--- src/rtl/fifo_lvl_pkg.sv ---
package fifo_lvl_pkg;

  // Strobes from the control decision to the datapath
  typedef struct packed {
    logic doPush;
    logic doPop;
    logic trigWrite;
  } fifoStrobes_t;

endpackage

--- src/rtl/fifo_lvl_ctrl.sv ---
module fifo_lvl_ctrl
  import fifo_lvl_pkg::*;
(
  input  logic         clk,
  input  logic         rstN,
  input  logic         pushValid,
  input  logic         popReq,
  input  logic         full,
  input  logic         empty,
  input  logic         regSel,
  input  logic         regWrEn,
  output fifoStrobes_t strb,
  output logic         pushErr,
  output logic         popErr
);

  always_comb begin
    strb.doPush    = pushValid && !full;
    strb.doPop     = popReq && !empty;
    strb.trigWrite = regWrEn && regSel;
    pushErr        = pushValid && full;
    popErr         = popReq && empty;
  end

  // a refused request must never reach the datapath as a strobe
  a_r4_err_blocks_push: assert property (@(posedge clk) disable iff (!rstN)
    pushErr |-> !strb.doPush);
  a_r5_err_blocks_pop: assert property (@(posedge clk) disable iff (!rstN)
    popErr |-> !strb.doPop);

endmodule

--- src/rtl/fifo_lvl_data.sv ---
module fifo_lvl_data
  import fifo_lvl_pkg::*;
#(
  parameter int DATA_W = 8,
  parameter int DEPTH  = 256,
  parameter int LVL_W  = 8,
  parameter bit IS_TX  = 1'b1
) (
  input  logic              clk,
  input  logic              rstN,
  input  fifoStrobes_t      strb,
  input  logic [DATA_W-1:0] pushData,
  input  logic [LVL_W-1:0]  regWrData,
  output logic [DATA_W-1:0] popData,
  output logic              full,
  output logic              empty,
  output logic [LVL_W-1:0]  level,
  output logic              trigIrq
);

  localparam int ADDR_W  = $clog2(DEPTH);
  localparam int CNT_W   = ADDR_W + 1;
  localparam int LVL_MAX = (1 << LVL_W) - 1;

  logic [DATA_W-1:0] mem [DEPTH];
  logic [ADDR_W-1:0] wrPtr;
  logic [ADDR_W-1:0] rdPtr;
  logic [CNT_W-1:0]  count;
  logic [LVL_W-1:0]  trigReg;

  always_ff @(posedge clk) begin
    if (strb.doPush) mem[wrPtr] <= pushData;
  end

  always_ff @(posedge clk or negedge rstN) begin
    if (!rstN) begin
      wrPtr <= '0;
      rdPtr <= '0;
      count <= '0;
    end else begin
      if (strb.doPush) wrPtr <= wrPtr + 1'b1;
      if (strb.doPop)  rdPtr <= rdPtr + 1'b1;
      if (strb.doPush && !strb.doPop)      count <= count + 1'b1;
      else if (strb.doPop && !strb.doPush) count <= count - 1'b1;
    end
  end

  assign popData = mem[rdPtr];
  assign full    = (count == CNT_W'(DEPTH));
  assign empty   = (count == '0);

  always_comb begin
    if (count > CNT_W'(LVL_MAX)) level = LVL_W'(LVL_MAX);
    else                         level = count[LVL_W-1:0];
  end

  generate
    if (IS_TX) begin : g_trig
      always_ff @(posedge clk or negedge rstN) begin
        if (!rstN)               trigReg <= '0;
        else if (strb.trigWrite) trigReg <= regWrData;
      end
      assign trigIrq = (count < CNT_W'(trigReg));
    end else begin : g_noTrig
      assign trigReg = '0;
      assign trigIrq = 1'b0;
    end
  endgenerate

  // pointer updates only when there is room or data
  a_r4_no_overflow: assert property (@(posedge clk) disable iff (!rstN)
    strb.doPush && !strb.doPop |-> !full);
  a_r5_no_underflow: assert property (@(posedge clk) disable iff (!rstN)
    strb.doPop |-> !empty);
  // balanced traffic keeps the occupancy
  a_r3_balanced_hold: assert property (@(posedge clk) disable iff (!rstN)
    strb.doPush && strb.doPop |=> $stable(count));
  // the threshold moves only on a select-qualified write
  a_r8_trig_hold: assert property (@(posedge clk) disable iff (!rstN)
    !strb.trigWrite |=> $stable(trigReg));
  // a full FIFO reports the saturated level
  a_r7_full_saturates: assert property (@(posedge clk) disable iff (!rstN)
    full |-> level == LVL_W'(LVL_MAX));
  // occupancy never exceeds the depth
  a_r10_count_bound: assert property (@(posedge clk) disable iff (!rstN)
    count <= CNT_W'(DEPTH));

endmodule

--- src/rtl/fifo_level_trig.sv ---
module fifo_level_trig
  import fifo_lvl_pkg::*;
#(
  parameter int DATA_W = 8,
  parameter int DEPTH  = 256,
  parameter int LVL_W  = 8,
  parameter bit IS_TX  = 1'b1
) (
  input  logic              clk,
  input  logic              rstN,
  input  logic              pushValid,
  input  logic [DATA_W-1:0] pushData,
  input  logic              popReq,
  output logic [DATA_W-1:0] popData,
  output logic              full,
  output logic              empty,
  output logic              pushErr,
  output logic              popErr,
  input  logic              regSel,
  input  logic              regWrEn,
  input  logic [LVL_W-1:0]  regWrData,
  output logic [LVL_W-1:0]  regRdData,
  output logic              txIrq
);

  fifoStrobes_t    strb;
  logic [LVL_W-1:0] level;

  fifo_lvl_ctrl u_ctrl (
    .clk       (clk),
    .rstN      (rstN),
    .pushValid (pushValid),
    .popReq    (popReq),
    .full      (full),
    .empty     (empty),
    .regSel    (regSel),
    .regWrEn   (regWrEn),
    .strb      (strb),
    .pushErr   (pushErr),
    .popErr    (popErr)
  );

  fifo_lvl_data #(
    .DATA_W (DATA_W),
    .DEPTH  (DEPTH),
    .LVL_W  (LVL_W),
    .IS_TX  (IS_TX)
  ) u_data (
    .clk       (clk),
    .rstN      (rstN),
    .strb      (strb),
    .pushData  (pushData),
    .regWrData (regWrData),
    .popData   (popData),
    .full      (full),
    .empty     (empty),
    .level     (level),
    .trigIrq   (txIrq)
  );

  // Threshold is write-only: its address reads as zero
  assign regRdData = regSel ? '0 : level;

  // a zero-threshold interrupt cannot be pending after the write
  a_r9_zero_trig_quiet: assert property (@(posedge clk) disable iff (!rstN)
    strb.trigWrite && regWrData == '0 |=> !txIrq);

endmodule

--- config.mk ---
export PLATFORM = sky130hd
export DESIGN_NAME = fifo_level_trig
export DESIGN_NICKNAME = d
export VERILOG_FILES = /design/src/rtl/fifo_lvl_pkg.sv /design/src/rtl/fifo_lvl_ctrl.sv /design/src/rtl/fifo_lvl_data.sv /design/src/rtl/fifo_level_trig.sv
export SDC_FILE = /design/constraint.sdc
export NUM_CORES = 2
export LEC_CHECK = 0
export BUFFER_PORTS_ARGS = -buffer_cell sky130_fd_sc_hd__buf_4
export CAP_MARGIN = 30
export CELL_PAD_IN_SITES_DETAIL_PLACEMENT = 0
export CELL_PAD_IN_SITES_GLOBAL_PLACEMENT = 1
export CORE_ASPECT_RATIO = 0.8
export CORE_UTILIZATION = 56
export DETAILED_ROUTE_END_ITERATION = 6
export HOLD_SLACK_MARGIN = 0.02
export PLACE_DENSITY_LB_ADDON = 0.1
export SKIP_CTS_REPAIR_TIMING = 1
export SYNTH_ARGS = -nofsm -noshare
export SYNTH_HDL_FRONTEND = slang
export SYNTH_SLANG_ARGS = --single-unit
--- constraint.sdc ---
create_clock -name clk -period 3.9 [get_ports clk]
set_input_delay 0.78 -clock clk [delete_from_list [all_inputs] [get_ports clk]]
set_output_delay 0.78 -clock clk [all_outputs]
set_load 0.03 [all_outputs]
After elaboration in Yosys (flattened, before gate mapping)
Memories as Yosys holds them, arrays and structs flattened.
Cells that the tools add are included.
{"block": "totals", "regBits": 33, "ramBits": 2048, "input_bits": 22, "out_inout_bits": 21, "elab_cells": 31, "memories": 1}
{"block": "classes", "add_sub_neg": 4, "n_lt_le_gt_ge": 2, "eq_ne": 1, "n_mux": 6, "reduce_logical": 13}
{"memory": "u_data.mem", "words": 256, "word_bits": 8, "rd": 1, "rd_clocked_by_memory_dff": 0, "wr": 1, "line_no": "fifo_lvl_data.sv:25", "rtl": "logic [DATA_W-1:0] mem [DEPTH];"}
{"op": "$mux W9", "n": 2}
{"op": "$add A8 B1 Y8 const B", "n": 2}
{"op": "$mux W8", "n": 2}
{"op": "$add A9 B1 Y9 const B", "n": 1}
{"op": "$eq A9 B9 Y1 const B", "n": 1}
{"op": "$gt A9 B8 Y1 const B", "n": 1}
{"op": "$logic_not A9 Y1", "n": 1}
{"op": "$lt A9 B8 Y1", "n": 1}
{"op": "$sub A9 B1 Y9 const B", "n": 1}
{"op": "$logic_and A1 B1 Y1", "n": 7}
{"op": "$logic_not A1 Y1", "n": 4}
{"op": "$mux W1", "n": 2}
{"op": "$reduce_bool A2 Y1", "n": 1}

Logic depth before layout (Yosys ltp)
{"block": "depth", "depth_word": 7, "depth_mapped": 14, "ltp_nobuf": 13}

Cells and area by module
A second synthesis with hierarchy kept.
{"block": "hier_totals", "hier_cells": 3923, "area_unflattened_um2": 81420.6}
{"mod": "fifo_lvl_data", "n_inst": 1, "cells_per_inst": 3910, "area_each_um2": 81331.8}
{"mod": "fifo_level_trig", "n_inst": 1, "cells_per_inst": 8, "area_each_um2": 50.0}
{"mod": "fifo_lvl_ctrl", "n_inst": 1, "cells_per_inst": 5, "area_each_um2": 38.8}

Least setup slack after synthesis
OpenSTA, ideal clock, no wires.
{"block": "synth_path", "path_kind": "reg-to-output", "from": "register u_data.rdPtr[0]", "to": "output port popData[4]", "arrival_ps": 2848, "required_ps": 3120, "slack_ps": 272, "stages_incl_launch_ff": 12, "n_path_buf": 5, "cell_sequence": "dfrtp_1 -> buf_6 -> buf_12 -> buf_12 -> buf_8 -> buf_6 -> mux2i_1 -> a221oi_1 -> a21oi_1 -> o211ai_1 -> nor4b_1 -> nor4_1"}
{"block": "synth_between", "elab_chain_len": 1}
{"item": "start: declaration", "line_no": "fifo_lvl_data.sv:27", "rtl": "logic [ADDR_W-1:0] rdPtr;"}
{"item": "start signal: assignment", "line_no": "fifo_lvl_data.sv:42", "rtl": "if (strb.doPop) rdPtr <= rdPtr + 1'b1;"}
{"item": "$mem_v2 Z256 W8"}
{"item": "end: declaration", "line_no": "fifo_level_trig.sv:14", "rtl": "output logic [DATA_W-1:0] popData,"}
No other way between the ends.

Worst setup path in the final report
Same ends and word-level chain as after synthesis.

==> flow_metrics.py <==
metrics = {
    "synthesis": {
        "synth.yosys.warnings": 0,
        "ys_async_sr_fraction_pct": 1.59,
        "post_synth_main_area_contributors": "edfxtp_1 (75%), mux4_2 (12%), mux2i_1 (2.0%)",
        "syn-cell-area_um2": 81700,
        "netlist.area_leader.share_pct": 75.3,
        "synthCells": 3908,
        "synth_largest_area_cell": "edfxtp_1",
        "synth_flop_cell": "edfxtp_1",
        "synth_sequential_area_ratio_pct": 76.3,
        "synth_fp_nets": 3952,
        "synthesis.area_per_instance_um2": 20.9,
        "ys_seq_elements": 2081,
        "synth_edf_count": 2048,
        "synth_cell_type_count": 68,
    },
    "setup_path": {
        "critical_path_required_ns": 3.12,
        "r2r_depth": 12,
        "setup.worst_path.start_class": "flop",
        "type_of_the_setup_path_with_the_least_slack": "flop to primary output",
        "end_kind": "primary output",
        "crit_path_max_fanout": 14,
        "arrival_ns": 4.06,
    },
    "layout": {
        "mostFrequentLayoutCells": "edfxtp_1 (2048), mux4_2 (433), buf_4 (409)",
        "synthToLayoutAreaGrowth_pct": 15.4,
        "multi_input_area_um2": 18300,
        "postLayoutCoreUtil_pct": 65.5,
        "fin_nets": 4421,
        "final-seq-area_um2": 62300,
        "number_of_standard_cells_in_the_final_layout_excluding_fillers": 6435,
        "fill_cells": 9287,
        "final_design_area_no_fill_um2": 94200,
        "fraction_of_final_layout_cells_with_drive_strength_greater_than_1_pct": 29.2,
        "layout.cells.most_common": "edfxtp_1",
    },
    "timing": {
        "maxSlewHeadroom_pct": 26.5,
        "hold_violations": 0,
        "rsz0062_at_grt": "true",
        "clock.fmax_mhz": 207,
        "setup_violation_total_in_the_final_timing_report": 8,
        "finalClockSkew_ns": 0.0264,
        "maxSlewViolCount": 0,
        "layout_min_cycle_time_ns": 4.84,
        "setup_ws_ns": -0.941,
        "holdWs_ns": 0.191,
        "setup_total_negative_slack_ns": -6.87,
        "min_period_over_period_pct": 124,
        "tightest_slew_ns": 1.10,
    },
    "clock_tree": {
        "cts_tree": "yes",
        "cts-buffers-inserted": 193,
        "clk_root_buf": "clkbuf_16",
        "htree_levels": 4,
        "clock_path_buffers": 3,
        "clock_slew_seen_by_the_registers_of_the_worst_setup_and_hold_paths_ns": 0.06,
        "clkSinkCount": 2081,
        "clkLatencyLatePin_ns": 0.84,
    },
    "global_route": {
        "grt_first_pass_wirelength_um": 316000,
        "globalRouteOverflowTotal": 0,
        "antenna_violations_before_repair": 6,
        "grtUsageMet1_pct": 45.4,
        "groute.layer.met3.usage_pct": 7.65,
        "global_route_usage_over_all_layers_pct": 30.7,
        "globalRouteMet2Util_pct": 45.0,
        "grt_start_max_net_pins": 126,
        "number_of_global_route_vias_before_repair": 42200,
        "busiest_layer": "met1",
    },
    "job": {
        "cap_violations": 0,
    },
    "floorplan": {
        "core_area_um2": 144000,
        "die_w_um": 429,
        "floorplan.io_pins": 43,
        "chipHeight_um": 344,
        "floorplan.initialDensity_pct": 56.8,
        "placement_rows": 124,
        "floorplan.die_area_um2": 147000,
    },
    "power": {
        "ir_drop_uv": 443,
        "power.density_nw_per_um2": 729,
        "power.leakage_nw": 30.5,
    },
    "routing": {
        "vias_per_cell": 6.70,
        "drt_iter0_markers": 5810,
        "drcViolationCount": 0,
        "postRouteAntennaNets": 0,
        "number_of_detailed_routing_iterations_run_before_antenna_repair": 6,
        "detailroute.via_count": 43100,
        "drt_wl_total_um": 224000,
        "avgRoutedWirePerCell_um": 34.9,
    },
    "placed_design": {
        "placed_cells_incl_taps": 6040,
        "gp_congestion": 0.926,
        "cell_area_after_placement_um2": 87100,
        "dp_hpwl_um": 144000,
        "port-buffer-count": 42,
    },
    "status": {
        "violations": "setup timing",
        "result_of_the_run": "complete, but fails checks",
    },
    "worst_hold_path": {
        "min_path_type": "input port to flop",
        "timing.hold.worst_path_depth": 2,
    },
}
[cell type report]
class	count	area share, %
inverter	18	0.0717
clock buffer	236	5.36
clock inverter	124	1.20
sequential	2081	66.1
antenna	3	0.00797
tap	1890	2.51
timing repair buffer	514	5.29
multi-input combinational	1569	19.4
[final timing paths]
check                      slack, ns                             to                     startpoint
min in group asynchronous       0.48  u_data.trigReg[2]$_DFFE_PN0P_                           rstN
min reg2reg                     0.51  u_data.trigReg[3]$_DFFE_PN0P_  u_data.trigReg[3]$_DFFE_PN0P_
max reg2reg                     0.57    u_data.count[7]$_DFFE_PN0P_    u_data.count[1]$_DFFE_PN0P_
min                             0.19  u_data.trigReg[2]$_DFFE_PN0P_                   regWrData[2]
max                            -0.94                     popData[4]    u_data.rdPtr[0]$_DFFE_PN0P_
max in group asynchronous       2.97    u_data.rdPtr[1]$_DFFE_PN0P_                           rstN
[per-layer routing]
metal	part of all wire (%)	up-vias
met5	0.020	-
met4	3.6	6
met3	11	438
met2	45	2619
met1	40	22800
li1	-	17300
[cell families after synthesis]
family	share of synthesized area [%]
AOI/OAI and AO/OA	3.28
xor gates and xnor gates	0.236
adders and majority gates	0.346
buffers and inverters	1.95
DFF	76.3
muxes	15.1
and+or+nand+nor	2.71
[worst max-delay path, stage by stage, from the launching register on]
cell and delay [ns]:
dfrtp_4 0.53, buf_16 0.19, buf_12 0.18, mux4_1 0.59, mux4_2 0.47, inv_1 0.12, a21oi_1 0.12, o21ai_2 0.13
nor4b_4 0.31, nor4_4 0.10, buf_4 0.17, buf_4 0.13, buf_4 0.16
[metrics by stage]
step	worst slack [ns]	total power [mW]
finish	-0.941	68.7
global route	-1.02	70.4
detailed placement	-0.439	48.8
floorplan	0.272	38.0
global placement	-0.880	48.6
CTS	-1.33	67.2
[cells in the mapped netlist, drive strengths merged (3+ instances only)]
cell / number
edfxtp: 2048
and2: 9
o221ai: 8
inv: 18
o32ai: 5
ha: 21
nand2b: 12
a22o: 21
a211o: 5
mux2: 12
a222oi: 6
dfrtp: 33
xor2: 7
clkbuf: 107
nor2b: 20
a21oi: 67
buf: 133
nor2: 303
o211ai: 10
mux4: 464
mux2i: 166
nand3b: 6
o22ai: 33
or3: 3
a2111oi: 5
a22oi: 53
a211oi: 21
a21o: 15
nand4: 10
nor3b: 3
a311oi: 3
a221oi: 57
nor4: 9
nor3: 24
xnor2: 15
nand2: 66
a31oi: 11
nand3: 37
o21ai: 37
[state kept, by name (all words and copies together), names as in the netlist]
name	flops
u_data.rdPtr	8
u_data.mem	2048
u_data.wrPtr	8
u_data.trigReg	8
u_data.count	9
[power by group]
group | total [mW] | switching, mW | internal (mW)
combinational | 24.8 | 13.9 | 10.8
sequential | 25.3 | 0.374 | 24.9
clock | 18.6 | 8.22 | 10.4
total | 68.7 | 22.5 | 46.1
Power figures use the tool's default switching activity.
